[src/rtl/ptr_agu_pkg.sv]
package ptr_agu_pkg;
  localparam int AGU_BW = 8;
  localparam int AGU_AW = 2 * AGU_BW;

  typedef enum logic [2:0] {
    AM_PLAIN   = 3'd0,
    AM_POSTINC = 3'd1,
    AM_PREDEC  = 3'd2,
    AM_OFFSET  = 3'd3,
    AM_ABS     = 3'd4
  } am_e;

  typedef enum logic [1:0] {
    PH_IDLE = 2'd0,
    PH_ONE  = 2'd1,
    PH_TWO  = 2'd2
  } ph_e;

  // step a pointer by one, up or down, modulo 2^AGU_AW
  function automatic logic [AGU_AW-1:0] agu_step(input logic [AGU_AW-1:0] p,
                                                 input logic down);
    return down ? (p - {{(AGU_AW-1){1'b0}}, 1'b1}) : (p + {{(AGU_AW-1){1'b0}}, 1'b1});
  endfunction

  // add an already zero-extended offset, modulo 2^AGU_AW
  function automatic logic [AGU_AW-1:0] agu_offset(input logic [AGU_AW-1:0] p,
                                                   input logic [AGU_AW-1:0] ofs);
    return p + ofs;
  endfunction
endpackage

[src/rtl/ptr_agu_sel.sv]
module ptr_agu_sel
  import ptr_agu_pkg::*;
#(
  parameter int NUM_PTR = 3,
  localparam int SEL_W  = $clog2(NUM_PTR + 1),
  localparam int VEC_W  = NUM_PTR * 2 * AGU_BW
) (
  input  logic [VEC_W-1:0]  ptr_regs_i,
  input  logic [SEL_W-1:0]  sel_i,
  output logic [AGU_AW-1:0] ptr_o,
  output logic              sel_ok_o
);
  logic [AGU_AW-1:0] ptrs [NUM_PTR];

  for (genvar g = 0; g < NUM_PTR; g++) begin : g_pair
    assign ptrs[g] = {ptr_regs_i[(2*g+1)*AGU_BW +: AGU_BW],
                      ptr_regs_i[(2*g)*AGU_BW   +: AGU_BW]};
  end

  always_comb begin
    ptr_o    = '0;
    sel_ok_o = 1'b0;
    for (int i = 0; i < NUM_PTR; i++) begin
      if (sel_i == SEL_W'(i)) begin
        ptr_o    = ptrs[i];
        sel_ok_o = 1'b1;
      end
    end
  end
endmodule

[src/rtl/ptr_agu_calc.sv]
module ptr_agu_calc
  import ptr_agu_pkg::*;
#(
  parameter int NUM_PTR      = 3,
  parameter int PTR_BASE     = 26,
  parameter int DISP_W       = 6,
  parameter int IDX_W        = 5,
  parameter int OFS_MIN_PTR  = 1,
  localparam int SEL_W       = $clog2(NUM_PTR + 1)
) (
  input  logic [2:0]        mode_i,
  input  logic [SEL_W-1:0]  sel_i,
  input  logic              sel_ok_i,
  input  logic [AGU_AW-1:0] ptr_i,
  input  logic [DISP_W-1:0] disp_i,
  input  logic [AGU_AW-1:0] direct_i,
  output logic [AGU_AW-1:0] addr_o,
  output logic [AGU_AW-1:0] wb_val_o,
  output logic              wb_need_o,
  output logic              bad_o,
  output logic [IDX_W-1:0]  wb_idx_o
);
  logic ofs_ok;
  logic [AGU_AW-1:0] ptr_up, ptr_dn;

  assign ofs_ok = sel_ok_i && (int'(sel_i) >= OFS_MIN_PTR);
  assign ptr_up = agu_step(ptr_i, 1'b0);
  assign ptr_dn = agu_step(ptr_i, 1'b1);
  assign wb_idx_o = sel_ok_i ? IDX_W'(PTR_BASE + 2 * int'(sel_i)) : '0;

  always_comb begin
    addr_o    = '0;
    wb_val_o  = '0;
    wb_need_o = 1'b0;
    bad_o     = 1'b0;
    case (mode_i)
      AM_PLAIN: begin
        addr_o = ptr_i;
        bad_o  = !sel_ok_i;
      end
      AM_POSTINC: begin
        addr_o    = ptr_i;
        wb_val_o  = ptr_up;
        wb_need_o = 1'b1;
        bad_o     = !sel_ok_i;
      end
      AM_PREDEC: begin
        addr_o    = ptr_dn;
        wb_val_o  = ptr_dn;
        wb_need_o = 1'b1;
        bad_o     = !sel_ok_i;
      end
      AM_OFFSET: begin
        addr_o = agu_offset(ptr_i, AGU_AW'(disp_i));
        bad_o  = !ofs_ok;
      end
      AM_ABS: begin
        addr_o = direct_i;
      end
      default: begin
        bad_o = 1'b1;
      end
    endcase
  end
endmodule

[src/rtl/ptr_agu_ctrl.sv]
module ptr_agu_ctrl
  import ptr_agu_pkg::*;
#(
  parameter int IDX_W = 5
) (
  input  logic              clk_i,
  input  logic              rst_ni,
  input  logic              req_i,
  input  logic [AGU_AW-1:0] addr_i,
  input  logic [AGU_AW-1:0] wb_val_i,
  input  logic              wb_need_i,
  input  logic              bad_i,
  input  logic [IDX_W-1:0]  wb_idx_i,
  output logic              ph_one_o,
  output logic              ph_two_o,
  output logic              busy_o,
  output logic              addr_valid_o,
  output logic [AGU_AW-1:0] addr_o,
  output logic              wb_en_o,
  output logic [AGU_AW-1:0] wb_val_o,
  output logic [IDX_W-1:0]  wb_idx_o,
  output logic              illegal_o
);
  ph_e               ph_q;
  logic [AGU_AW-1:0] addr_q, wbv_q;
  logic [IDX_W-1:0]  idx_q;
  logic              need_q, bad_q;

  always_ff @(posedge clk_i) begin
    if (!rst_ni) begin
      ph_q   <= PH_IDLE;
      addr_q <= '0;
      wbv_q  <= '0;
      idx_q  <= '0;
      need_q <= 1'b0;
      bad_q  <= 1'b0;
    end else begin
      case (ph_q)
        PH_IDLE: if (req_i) begin
          ph_q   <= PH_ONE;
          addr_q <= addr_i;
          wbv_q  <= wb_val_i;
          idx_q  <= wb_idx_i;
          need_q <= wb_need_i && !bad_i;
          bad_q  <= bad_i;
        end
        PH_ONE:  ph_q <= PH_TWO;
        default: ph_q <= PH_IDLE;
      endcase
    end
  end

  assign ph_one_o     = (ph_q == PH_ONE);
  assign ph_two_o     = (ph_q == PH_TWO);
  assign busy_o       = ph_one_o || ph_two_o;
  assign addr_valid_o = busy_o && !bad_q;
  assign illegal_o    = busy_o && bad_q;
  assign wb_en_o      = ph_two_o && need_q;
  assign addr_o       = addr_q;
  assign wb_val_o     = wbv_q;
  assign wb_idx_o     = idx_q;
endmodule

[src/rtl/ptr_agu.sv]
module ptr_agu
  import ptr_agu_pkg::*;
#(
  parameter int NUM_PTR     = 3,
  parameter int PTR_BASE    = 26,
  parameter int DISP_W      = 6,
  parameter int IDX_W       = 5,
  parameter int OFS_MIN_PTR = 1,
  localparam int SEL_W      = $clog2(NUM_PTR + 1),
  localparam int VEC_W      = NUM_PTR * 2 * AGU_BW
) (
  input  logic              clk_i,
  input  logic              rst_ni,
  input  logic              req_i,
  input  logic [SEL_W-1:0]  sel_i,
  input  logic [2:0]        mode_i,
  input  logic [DISP_W-1:0] disp_i,
  input  logic [AGU_AW-1:0] direct_i,
  input  logic [VEC_W-1:0]  ptr_regs_i,
  output logic              busy_o,
  output logic              addr_valid_o,
  output logic [AGU_AW-1:0] addr_o,
  output logic              wb_en_o,
  output logic [AGU_AW-1:0] wb_value_o,
  output logic [IDX_W-1:0]  wb_reg_o,
  output logic              illegal_o
);
  logic [AGU_AW-1:0] cur_ptr, nxt_addr, nxt_wbv;
  logic [IDX_W-1:0]  nxt_idx;
  logic              sel_ok, nxt_need, nxt_bad;
  logic              ev_phase1, ev_phase2;

  ptr_agu_sel #(.NUM_PTR(NUM_PTR)) u_sel (
    .ptr_regs_i (ptr_regs_i),
    .sel_i      (sel_i),
    .ptr_o      (cur_ptr),
    .sel_ok_o   (sel_ok)
  );

  ptr_agu_calc #(
    .NUM_PTR(NUM_PTR), .PTR_BASE(PTR_BASE), .DISP_W(DISP_W),
    .IDX_W(IDX_W), .OFS_MIN_PTR(OFS_MIN_PTR)
  ) u_calc (
    .mode_i    (mode_i),
    .sel_i     (sel_i),
    .sel_ok_i  (sel_ok),
    .ptr_i     (cur_ptr),
    .disp_i    (disp_i),
    .direct_i  (direct_i),
    .addr_o    (nxt_addr),
    .wb_val_o  (nxt_wbv),
    .wb_need_o (nxt_need),
    .bad_o     (nxt_bad),
    .wb_idx_o  (nxt_idx)
  );

  ptr_agu_ctrl #(.IDX_W(IDX_W)) u_ctrl (
    .clk_i        (clk_i),
    .rst_ni       (rst_ni),
    .req_i        (req_i),
    .addr_i       (nxt_addr),
    .wb_val_i     (nxt_wbv),
    .wb_need_i    (nxt_need),
    .bad_i        (nxt_bad),
    .wb_idx_i     (nxt_idx),
    .ph_one_o     (ev_phase1),
    .ph_two_o     (ev_phase2),
    .busy_o       (busy_o),
    .addr_valid_o (addr_valid_o),
    .addr_o       (addr_o),
    .wb_en_o      (wb_en_o),
    .wb_val_o     (wb_value_o),
    .wb_idx_o     (wb_reg_o),
    .illegal_o    (illegal_o)
  );
endmodule

[config.mk]
export PLATFORM = sky130hd
export DESIGN_NAME = ptr_agu
export DESIGN_NICKNAME = d
export VERILOG_FILES = /design/src/rtl/ptr_agu_pkg.sv /design/src/rtl/ptr_agu_sel.sv /design/src/rtl/ptr_agu_calc.sv /design/src/rtl/ptr_agu_ctrl.sv /design/src/rtl/ptr_agu.sv
export SDC_FILE = /design/constraint.sdc
export NUM_CORES = 1
export LEC_CHECK = 0
export BUFFER_PORTS_ARGS = -buffer_cell sky130_fd_sc_hd__clkbuf_2
export CORE_MARGIN = 2
export CORE_UTILIZATION = 56
export DETAILED_ROUTE_END_ITERATION = 10
export PLACE_DENSITY_LB_ADDON = 0.3
export REMOVE_ABC_BUFFERS = 1
export SKIP_LAST_GASP = 1
export SLEW_MARGIN = 20
export SYNTH_ARGS = -nofsm -noshare
export SYNTH_HDL_FRONTEND = slang
export SYNTH_SLANG_ARGS = --single-unit
export TNS_END_PERCENT = 5
[constraint.sdc]
create_clock -name clk_i -period 6.3 [get_ports clk_i]
set_input_delay 1.89 -clock clk_i [delete_from_list [all_inputs] [get_ports clk_i]]
set_output_delay 1.89 -clock clk_i [all_outputs]
set_load 0.005 [all_outputs]
## Yosys cells after proc, flatten, opt, wreduce, memory -nomap -nowiden

Index checks and enable logic that the tools add are counted.

| storage, ports and cells | value |
|---|---|
| input port bits | 78 |
| register bits after elaboration | 41 |
| output and inout port bits | 41 |

| cells by class | value |
|---|---|
| reduce and logical (&&, ||, !) cells | 17 |
| muxes and demuxes | 13 |
| $lt $le $gt $ge | 1 |
| $add $sub $neg | 4 |
| equal/unequal tests | 9 |

Operators by type and width:

| cell | count |
|---|---|
| one-hot mux 16 bit (4 select lines) | 1 |
| 2-to-1 mux 16 bit | 3 |
| one-hot mux 16 bit (2 select lines) | 1 |
| adder 16 x 1 -> 16 bit (second input constant) | 1 |
| adder 16 x 6 -> 16 bit | 1 |
| subtractor 16 x 1 -> 16 bit (second input constant) | 1 |
| == test 3 x 2 -> 1 bit (second input constant) | 2 |
| adder 5 x 3 -> 5 bit (first input constant) | 1 |
| logical AND 1 bit | 5 |
| 2-to-1 mux 5 bit | 1 |
| == test 2 x 1 -> 1 bit (second input constant) | 2 |
| == test 2 bit (second input constant) | 2 |
| logical NOT 1 bit | 4 |
| logical NOT 2 bit | 2 |
| 2-to-1 mux 1 bit | 4 |
| one-hot mux 2 bit (2 select lines) | 1 |
| OR reduction 2 bit | 2 |
| == test 3 x 1 -> 1 bit (second input constant) | 1 |
| == test 3 bit (second input constant) | 1 |
| logical NOT 3 bit | 1 |
| one-hot mux 1 bit (3 select lines) | 1 |
| OR reduction 3 bit | 1 |
| greater-or-equal comparator 2 x 1 -> 1 bit (second input constant) | 1 |
| 2-to-1 mux 2 bit | 1 |
| 3 further kinds | 3 |

## Depth between registers and ports, before layout

Gate-level depths: netlist (run 1).

| depth | value |
|---|---|
| depth after elaboration | 9 |
| gate-level depth with buffers | 15 |

## Modules after synthesis

A second synthesis (run 1) with hierarchy kept.

| unflattened totals | value |
|---|---|
| cell total of the unflattened synthesis | 521 |
| area total of the unflattened synthesis | 3,833.7 um2 |

Modules (own cells, without submodules):

| module | area an instance (um2) | sequential area each (um2) | cells an instance | instances |
|---|---|---|---|---|
| ptr_agu_calc | 1,846.8 | 0.0 | 295 | 1 |
| ptr_agu_ctrl | 1,600.3 | 820.8 | 186 | 1 |
| ptr_agu_sel | 386.6 | 0.0 | 40 | 1 |

## Worst setup path after synthesis (run 1)

Ideal clock, no wire load.

| path | value |
|---|---|
| path type | input port to flip-flop |
| from | input sel_i[0] |
| to | register u_ctrl.addr_q[15], in the netlist u_ctrl.addr_o[15] |
| data arrival time | 4,269 ps |
| setup slack | 1,902 ps |
| cell stages on the path | 13 |
| data required time | 6,171 ps |
| library setup time | 129 ps |
| cells stage by stage | inv_1 -> ha_1 -> buf_4 -> and2b_1 -> a21oi_2 -> ha_1 -> a21o_1 -> a221oi_1 -> o21ai_0 -> nor4b_4 -> and4_1 -> o21ai_0 -> a31oi_1 |

| between the ends | value |
|---|---|
| longest elaborated chain between the ends | 6 |
| elaborated cells on any way between the ends | 9 |
| those cells by class | add/sub: 2; eq/ne: 2; mux: 4; reduce/logical: 1 |

RTL lines:

| what | line | RTL |
|---|---|---|
| start: declaration | ptr_agu.sv:15 | `input logic [SEL_W-1:0] sel_i,` |
| logical NOT 2 bit | ptr_agu_sel.sv:24 | `if (sel_i == SEL_W'(i)) begin` |
| 2-to-1 mux 16 bit (2 in a row) | ptr_agu_sel.sv:24 |  |
| 2-to-1 mux 16 bit (*) | ptr_agu_sel.sv:24 |  |
| adder 16 x 6 -> 16 bit or subtractor 16 x 1 -> 16 bit (tied branches) | -- |  |
| one-hot mux 16 bit (4 select lines) (*) | ptr_agu_calc.sv:36 | `case (mode_i)` |
| end signal: assignment | ptr_agu_ctrl.sv:41 | `addr_q <= addr_i;` |
| end: declaration | ptr_agu_ctrl.sv:25 | `logic [AGU_AW-1:0] addr_q, wbv_q;` |

Mark *: on every way between the ends. The rest lies on a longest branch, timed or not.
A chain may end at the register's enable or synchronous reset.

## Worst setup path after layout (run 1)

| path | value |
|---|---|
| from | input sel_i[1] |
| to | register u_ctrl.addr_q[15], in the netlist u_ctrl.addr_o[15] |

Same word-level chain as after synthesis.

==> results of run 1 <==
==> power by group <==
| group | leakage [nW] | internal [mW] | switching, mW |
|---|---|---|---|
| clock network | 0.0581 | 0.118 | 0.0971 |
| registers | 0.318 | 0.268 | 0.0119 |
| logic | 1.46 | 0.126 | 0.192 |
| total | 1.84 | 0.512 | 0.301 |
==> worst min path at each step <==
stage | start | endpoint | slack, ns | cells past startpoint
3_3_place_gp | u_ctrl.addr_o[3] | u_ctrl.addr_o[3] | 0.43 | 2
4_1_cts | u_ctrl.addr_o[3] | u_ctrl.addr_o[3] | 0.46 | 2
2_1_floorplan | u_ctrl.addr_o[3] | u_ctrl.addr_o[3] | 0.44 | 2
6_report | u_ctrl.addr_o[3] | u_ctrl.addr_o[3] | 0.47 | 2
5_1_grt | u_ctrl.addr_o[3] | u_ctrl.addr_o[3] | 0.48 | 2
3_5_place_dp | u_ctrl.addr_o[3] | u_ctrl.addr_o[3] | 0.45 | 2
==> area by class of cell <==
class	count	area, sq um	area share (%)
Timing Repair Buffer	124	638	14.8
Clock inverter	3	43.8	1.02
Inverter	12	45.0	1.05
Tap cell	77	96.3	2.24
Multi-Input combinational cell	399	2640	61.2
Sequential cell	39	781	18.1
Clock buffer	5	68.8	1.60
==> logic make-up after synthesis <==
group,after synthesis
AO/OA/AOI/OAI,170
XOR/XNOR,28
adder cells (fa/ha/maj),17
buffers and inverters,49
flip-flops,39
multiplexers,2
other,1
AND/OR/NAND/NOR,181
==> cells in the final DEF (no fill, tap or decap), drive strengths merged, types with 6 or more instances in the layout <==
master  Yosys  layout
a21boi      7       7
a21o        6       6
a21oi      47      47
a221oi     10      10
a22oi       9       9
a31oi      23      23
and2       15      15
buf        15       7
clkbuf     22     122
dfxtp      39      39
ha         17      17
inv        12      12
nand2      46      46
nand3       9       9
nand3b     14      14
nor2       27      27
nor2b      20      20
nor3       14      14
o21ai      40      40
xnor2      16      16
xor2       12      12
==> synth_stat cells, drive strengths merged, types with 2 or more instances <==
master  number
a211oi       3
a21boi       7
a21o         6
a21oi       47
a221oi      10
a222oi       3
a22oi        9
a31oi       23
a32oi        2
and2        15
and2b        2
and3         5
and4         3
buf         15
clkbuf      22
dfxtp       39
ha          17
inv         12
mux2i        2
nand2       46
nand3        9
nand3b      14
nand4        3
nor2        27
nor2b       20
nor3        14
nor3b        5
nor4         5
nor4b        3
o211a        2
o211ai       3
o21ai       40
o221ai       2
o22ai        2
or2          3
or4          4
xnor2       16
xor2        12
==> per-layer routing <==
layer / wire length (microns) / share of wire [%] / GRT usage (%) / up-vias
met5: 0 / 0 / 0 / -
met4: 407 / 3.4 / 14.3 / 0
met3: 1040 / 8.7 / 4.82 / 34
met2: 5450 / 45 / 54.5 / 245
met1: 5090 / 42 / 42.1 / 1902
li1: - / - / - / 1976
==> sequential cells by signal, summed over array words and instances, names as in the netlist <==
register         cells
u_ctrl.ph_q          2
u_ctrl.addr_o       16
u_ctrl.wb_val_o     16
u_ctrl.wb_idx_o      3
u_ctrl.bad_q         1
u_ctrl.need_q        1
==> per-stage QoR <==
stage               instance area [sq um]  hold WS (ns)  util, %
global placement                     4200         0.432     66.4
global route                         4310         0.476     68.2
CTS                                  4310         0.464     68.2
finish                               4310         0.465     68.2
detailed placement                   4200         0.453     66.4
floorplan                            3460         0.439        -
==> critical path: stages <==
cell	delay [ns]
clkbuf_2	0.12
inv_1	0.09
ha_1	0.34
buf_4	0.32
a21oi_1	0.10
a21oi_1	0.72
ha_1	0.33
and3_1	0.20
nand2_1	0.05
o21ai_0	0.52
nor4b_4	0.38
and4_1	0.24
o21ai_0	0.10
a31oi_1	0.26
==> flow_metrics.py, run 1 <==
metrics = {
    "run_status": {
        "outcome": "complete, no violations",
    },
    "place": {
        "port_buffers": 117,
        "dp_cells": 651,
        "dp_hpwl_microns": 8790,
        "finalWeightedCongestion": 0.977,
        "dp_worst_setup_slack_ns": 0.745,
    },
    "routing": {
        "vias_per_cell": 6.31,
        "dr.pass1.iters": 5,
        "vias": 4157,
        "drt-wirelength-per-cell_microns": 18.2,
        "drc": 0,
        "routed_wl_microns": 12000,
        "ant_nets": 0,
        "first_iter_violations": 294,
    },
    "min_path": {
        "hp-class": "register to register",
    },
    "timing": {
        "fmaxAchievable_ghz": 0.184,
        "setup_viol": 0,
        "hold_viol_final": 0,
        "fin_setup_tns_ns": 0,
        "timing.final.crit_share_pct": 86.2,
        "period_minus_slack_ns": 5.43,
        "slew_headroom_pct": 22.2,
        "worst_slack_ns": 0.870,
        "worst_clock_skew_ns": 0.00486,
        "grt_setup_unrepaired": "no",
        "worstMarginPinSlew_ns": 1.16,
        "slew_viol_final": 0,
    },
    "layout": {
        "nets": 676,
        "layout.cells.non_filler": 659,
        "nFillCells": 576,
        "layout-drive-gt1-share_pct": 27.7,
        "areaGrowthSynthToFinish_pct": 18.6,
        "antenna_cells": 0,
    },
    "synth": {
        "yosysTopAreaCell": "dfxtp_1",
        "yosys.area_share.xor_xnor_pct": 6.75,
        "synth.area.top_cells": "dfxtp_1 21%, ha_1 5.9%, a21oi_1 5.5%, o21ai_0 5.2%, nand2_1 4.6%",
        "ys_seq_area_share_pct": 21.5,
        "synth_top_area_share_pct": 21.5,
        "synth_fa_ha_area_share_pct": 5.85,
        "syn-instance-count": 487,
        "avgSynthCellArea_sq_um": 7.46,
        "synth_top_family_by_area": "compound AO/OA/AOI/OAI gates",
        "ys_types": 70,
        "ys_ff_latch": 39,
        "async_reset_ff_share_pct": 0,
        "synthMuxAreaShare_pct": 0.551,
        "yosysWarnings": 0,
        "synth_edf_count": 0,
        "ys.flop_type": "dfxtp_1",
        "synthesis.area_sq_um": 3630,
        "synth-compound-area-share_pct": 30.9,
        "yosys.area_share.simple_pct": 28.2,
    },
    "clock_tree": {
        "numCtsBuffers": 5,
        "post_cts_buffers": 0,
        "path_clk_slew_ns": 0.08,
        "clock-sinks": 39,
        "cts_buffer_depth": 2,
        "cts_resized": 0,
        "clk-insertion-delay-late_ns": 0.30,
        "cts_tree": "yes",
        "cts_max_level": 2,
        "root_buffer": "clkbuf_8",
        "postCtsHoldBufs": 0,
    },
    "die": {
        "die-height_microns": 84.6,
        "initial_core_util_pct": 57.6,
        "die_area_sq_um": 7150,
        "chipWidth_microns": 84.6,
        "io-pin-count": 119,
        "fp-row-count": 29,
        "core_area_sq_um": 6310,
    },
    "run": {
        "max-cap-violations": 0,
    },
    "power_and_ir_drop": {
        "ir_drop_mv": 0.182,
        "cellLeakagePower_nw": 1.84,
        "power_uw": 813,
        "powerDensity_nw_per_um2": 189,
    },
    "critical_path": {
        "regToRegSetupSlack_ns": 4.08,
        "critPathKind": "primary input to register",
        "cp-end-kind": "register",
        "worstSetupStartpointType": "primary input",
        "reg2reg_from": "u_ctrl.ph_q[0]",
        "reg2reg_depth": 9,
        "critPathCapture": "u_ctrl.addr_o[15]",
        "worst-path-max-fanout": 26,
        "cp.required_ns": 6.52,
        "rr_endpoint": "u_ctrl.addr_o[12]",
        "crit_start": "sel_i[1]",
        "critical_path_arrival_ns": 5.65,
    },
    "global_routing": {
        "grt_pass1_wl_microns": 19000,
        "first_global_vias": 3877,
        "grt_max_degree": 38,
        "gr-usage-all-layers_pct": 32.8,
        "grt_overflow_total": 0,
        "antenna_found_initial": 0,
    },
}
No activity file was read; power rests on OpenSTA's default activity.
==> run 2: changes to the inputs <==
- REMOVE_ABC_BUFFERS: 1 -> unset
==> run 2 against run 1 <==
Worst hold slack worse by 0.010 ns. Clock skew fell by 0.0026 ns. Worst setup slack better by 0.062 ns. Non-clock buffer count is 1 lower. Critical path depth is the same. Total power fell by 0.11%. Flip-flop and latch count unchanged. Critical endpoint is now u_ctrl.addr_o[9].
==> flow_metrics.py, run 2 (same netlist as run 1, synthesis figures left out) <==
metrics = {
    "die": {
        "fp-row-count": 29,
        "chipWidth_microns": 84.6,
        "die_area_sq_um": 7150,
        "die-height_microns": 84.6,
        "core_area_sq_um": 6310,
        "io-pin-count": 119,
        "initial_core_util_pct": 57.6,
    },
    "power_and_ir_drop": {
        "powerDensity_nw_per_um2": 189,
        "p_sw_uw": 301,
        "ir_drop_mv": 0.136,
        "power.share.combinational_pct": 38.9,
        "power_frac_clock_pct": 26.6,
        "netSwitchingFraction_pct": 37.1,
        "p_int_uw": 511,
        "seqPwrFrac_pct": 34.5,
        "cellLeakagePower_nw": 1.83,
    },
    "clock_tree": {
        "post_cts_buffers": 0,
        "root_buffer": "clkbuf_8",
        "cts_buffer_depth": 2,
        "postCtsHoldBufs": 0,
        "path_clk_slew_ns": 0.08,
        "clk-insertion-delay-late_ns": 0.29,
        "cts_max_level": 2,
        "cts_resized": 0,
        "cts_tree": "yes",
        "clock-sinks": 39,
        "numCtsBuffers": 5,
    },
    "timing": {
        "period_minus_slack_ns": 5.37,
        "setup_viol": 0,
        "slew_headroom_pct": 31.0,
        "grt_setup_unrepaired": "no",
        "worstMarginPinSlew_ns": 1.03,
        "fmaxAchievable_ghz": 0.186,
        "worst_clock_skew_ns": 0.00227,
        "holdWs_ns": 0.455,
        "fin_setup_tns_ns": 0,
        "timing.final.crit_share_pct": 85.2,
        "hold_viol_final": 0,
        "slew_viol_final": 0,
        "worst_slack_ns": 0.932,
    },
    "run_status": {
        "outcome": "complete, no violations",
    },
    "global_routing": {
        "antenna_found_initial": 0,
        "grt_overflow_total": 0,
        "grt_max_degree": 38,
        "first_global_vias": 3777,
        "gr-usage-all-layers_pct": 31.6,
        "grt_pass1_wl_microns": 18600,
    },
    "routing": {
        "vias": 4119,
        "routed_wl_microns": 11600,
        "dr.pass1.iters": 6,
        "vias_per_cell": 6.26,
        "first_iter_violations": 455,
        "drc": 0,
        "ant_nets": 0,
        "drt-wirelength-per-cell_microns": 17.6,
    },
    "place": {
        "dp_hpwl_microns": 8510,
        "finalWeightedCongestion": 1.00,
        "port_buffers": 117,
        "dp_worst_setup_slack_ns": 0.734,
    },
    "critical_path": {
        "critPathSlowestCell": "a21oi_1",
        "crit_family": "compound AO/OA/AOI/OAI gates",
        "worst-path-buf-inv": 3,
        "critical_path_arrival_ns": 5.55,
        "worst-path-max-fanout": 25,
        "cp.required_ns": 6.48,
        "worstSetupStartpointType": "primary input",
        "cpPeakStageDelay_ns": 0.73,
        "critPathKind": "primary input to register",
        "path_cells": "clkbuf_2, inv_1, ha_1, buf_4, a21oi_1, a21oi_1, ha_1, and3_1, a221oi_1, o21ai_0, nand3_1, xnor2_1, a222oi_1, o21ai_0",
        "cp-end-kind": "register",
    },
    "layout": {
        "layout_commonest_cell": "clkbuf_2",
        "final_cell_mix": "117 x clkbuf_2, 45 x nand2_1, 40 x a21oi_1",
        "nets": 675,
        "areaGrowthSynthToFinish_pct": 18.4,
        "antenna_cells": 0,
        "layout-drive-gt1-share_pct": 27.5,
        "final_core_util_pct": 68.1,
    },
    "min_path": {
        "hp-class": "register to register",
    },
    "synth": {
        "syn-num-nets": 582,
    },
    "run": {
        "max-cap-violations": 0,
    },
}
==> run 2: layout make-up <==
cell class | count | area (sq um)
multi-input cells | 399 | 2640
repair buffers | 123 | 631
inverters | 12 | 45.0
clock inverters | 3 | 43.8
flip-flops and latches | 39 | 781
fillers | 580 | 2010
clock buffers | 5 | 68.8
well taps | 77 | 96.3
==> run 2: power by group through the flow <==
stage,Clock [mW],Combinational (mW),Sequential (mW)
6_report,0.216,0.316,0.280
5_1_grt,0.227,0.346,0.282
4_1_cts,0.216,0.311,0.280
3_5_place_dp,0,0.309,0.285
3_3_place_gp,0,0.306,0.284
2_1_floorplan,0,0.208,0.285
==> run 2: path summary, 6_finish.rpt <==
check	from	endpoint	slack, ns	depth (start not counted)
setup reg to reg	u_ctrl.ph_q[1]	u_ctrl.addr_o[12]	3.52	8
hold reg to reg	u_ctrl.wb_val_o[5]	u_ctrl.wb_val_o[5]	0.46	2
setup / recovery	sel_i[0]	u_ctrl.addr_o[9]	0.93	14
hold / removal	u_ctrl.wb_val_o[5]	u_ctrl.wb_val_o[5]	0.46	2
==> run 2: routing by layer <==
| layer | global-route usage [%] | share of wire [%] |
|---|---|---|
| met5 | 0 | 0 |
| met4 | 8.95 | 1.5 |
| met3 | 5.70 | 11 |
| met2 | 47.7 | 44 |
| met1 | 45.9 | 44 |
==> run 2: tightest hold or removal path, cell delays in order, from the launching register on <==
cell     delay (ns)
dfxtp_1        0.32
nand3_1        0.06
nand2_1        0.04
==> run 2: per-stage QoR <==
step	power [mW]	area [sq um]	cells
floorplan	0.494	3630	487
global placement	0.590	4190	650
detailed placement	0.594	4190	650
CTS	0.807	4300	658
global route	0.856	4300	658
finish	0.812	4300	658
==> run 3: changes to the inputs <==
- CORE_MARGIN: 2 -> unset
- CORE_UTILIZATION: 56 -> 52
- clock period: 6.3 -> 5.6 ns (I/O delays scaled with it)
==> run 3 against run 2 <==
Non-clock buffer count increased by 2. Highest routed layer unchanged. Global-route usage up 0.096 points. Clock power up 17%. Flip-flop and latch count unchanged. Worst hold slack gained 0.013 ns. Die area grew 2.5%. Combinational power is 13% higher. Critical path type unchanged. Total power increased by 14%.
==> flow_metrics.py, run 3 (same netlist as run 1, synthesis figures left out) <==
metrics = {
    "clock_tree": {
        "cts_resized": 0,
        "cts_tree": "yes",
        "post_cts_buffers": 0,
        "root_buffer": "clkbuf_8",
        "clock-sinks": 39,
        "clk-insertion-delay-late_ns": 0.30,
        "path_clk_slew_ns": 0.08,
        "postCtsHoldBufs": 0,
        "numCtsBuffers": 5,
        "cts_max_level": 2,
        "cts_buffer_depth": 2,
    },
    "power_and_ir_drop": {
        "cellLeakagePower_nw": 1.85,
        "powerDensity_nw_per_um2": 214,
        "power_uw": 925,
        "ir_drop_mv": 0.0970,
    },
    "routing": {
        "vias": 4080,
        "routed_wl_microns": 11500,
        "ant_nets": 0,
        "drt-wirelength-per-cell_microns": 17.3,
        "drc": 0,
        "dr.pass1.iters": 7,
        "vias_per_cell": 6.15,
        "first_iter_violations": 626,
    },
    "die": {
        "core_area_sq_um": 6760,
        "fp-row-count": 30,
        "die_area_sq_um": 7330,
        "io-pin-count": 119,
        "die-height_microns": 85.6,
        "initial_core_util_pct": 53.8,
        "chipWidth_microns": 85.6,
    },
    "min_path": {
        "whs_path_depth": 2,
        "min-delay-start": "u_ctrl.addr_o[2]",
        "hp-class": "register to register",
        "hold_end": "u_ctrl.addr_o[2]",
    },
    "layout": {
        "layout_commonest_cell": "clkbuf_2",
        "layout-drive-gt1-share_pct": 27.8,
        "nFillCells": 618,
        "antenna_cells": 0,
        "layout.cells.non_filler": 663,
        "multi_input_area_sq_um": 2640,
        "areaGrowthSynthToFinish_pct": 19.0,
        "final_cell_mix": "117 x clkbuf_2, 45 x nand2_1, 40 x a21oi_1",
        "seq_area_sq_um": 781,
        "nets": 677,
    },
    "timing": {
        "worstMarginPinSlew_ns": 1.01,
        "fmaxAchievable_ghz": 0.208,
        "setup_viol": 0,
        "fin_setup_tns_ns": 0,
        "holdWs_ns": 0.469,
        "timing.final.crit_share_pct": 85.8,
        "hold_viol_final": 0,
        "period_minus_slack_ns": 4.80,
        "slew_headroom_pct": 32.4,
        "worst_clock_skew_ns": 0.00500,
        "grt_setup_unrepaired": "no",
        "slew_viol_final": 0,
    },
    "run_status": {
        "outcome": "complete, no violations",
    },
    "critical_path": {
        "worst-path-max-fanout": 16,
        "reg2reg_from": "u_ctrl.ph_q[0]",
        "reg2reg_depth": 9,
        "cp.required_ns": 5.78,
        "rr_endpoint": "u_ctrl.addr_o[12]",
        "cp-end-kind": "register",
        "regToRegSetupSlack_ns": 3.30,
        "worstSetupStartpointType": "primary input",
        "critical_path_arrival_ns": 4.98,
        "critPathKind": "primary input to register",
    },
    "global_routing": {
        "antenna_found_initial": 0,
        "grt_max_degree": 38,
        "grt_overflow_total": 0,
        "first_global_vias": 3597,
        "grt_pass1_wl_microns": 18300,
        "gr-usage-all-layers_pct": 31.7,
    },
    "run": {
        "max-cap-violations": 0,
    },
    "place": {
        "dp_hpwl_microns": 8560,
        "dp_cells": 655,
        "port_buffers": 117,
        "finalWeightedCongestion": 0.947,
    },
    "synth": {
        "syn-num-nets": 582,
    },
}
-- run 3: cell types whose count changed in the layout (fill, tap and decap cells not counted) --
cell / change
clkinv_4: -1
clkbuf_8: +1
buf_4: +2
-- run 3: critical path, stage by stage --
cell	delay (ns)
clkbuf_2	0.12
inv_1	0.09
ha_1	0.50
nand3b_1	0.15
a22oi_2	0.38
inv_2	0.18
xnor2_1	0.17
ha_1	0.21
a21o_1	0.16
a21oi_1	0.14
o21ai_1	0.15
a221oi_2	0.54
nor4_1	0.10
a211oi_1	0.29
a31oi_1	0.13
-- run 3: worst max path at each step --
stage                     slack, ns     start                end  depth (start not counted)
after floorplan                1.41  sel_i[0]  u_ctrl.addr_o[15]                         13
after global placement         0.63  sel_i[0]   u_ctrl.addr_o[8]                         15
after detailed placement       0.57  sel_i[0]  u_ctrl.addr_o[10]                         15
after CTS                      0.88  sel_i[0]  u_ctrl.addr_o[10]                         15
after global routing           0.51  sel_i[0]   u_ctrl.addr_o[8]                         15
final                          0.80  sel_i[0]  u_ctrl.addr_o[10]                         15
-- run 3: final cells by class --
class | instances | area share [%]
multi-input combinational | 399 | 60.9
inverter | 12 | 1.04
sequential | 39 | 18.1
clock buffer | 6 | 1.91
tap | 80 | 2.31
timing repair buffer | 125 | 14.9
clock inverter | 2 | 0.810
-- run 3: report_power, final --
part / internal (mW) / switching [mW] / leakage [nW]
Combinational: 0.143 / 0.215 / 1.47
Sequential: 0.301 / 0.0133 / 0.318
Clock: 0.144 / 0.108 / 0.0612
-- run 3: metrics by stage --
step / instance area [sq um] / setup slack [ns] / utilization (%)
2_1_floorplan: 3630 / 1.41 / -
3_3_place_gp: 4210 / 0.631 / 62.3
3_5_place_dp: 4210 / 0.571 / 62.3
4_1_cts: 4320 / 0.885 / 64.0
5_1_grt: 4320 / 0.509 / 64.0
6_report: 4320 / 0.798 / 64.0
-- run 3: routing by layer --
metal	track usage [%]	part of all wire, %	vias up
met2	49.9	43	250
li1	-	-	1978
met3	5.77	8.5	23
met1	44.5	46	1829
met5	0	0	-
met4	8.18	1.8	0
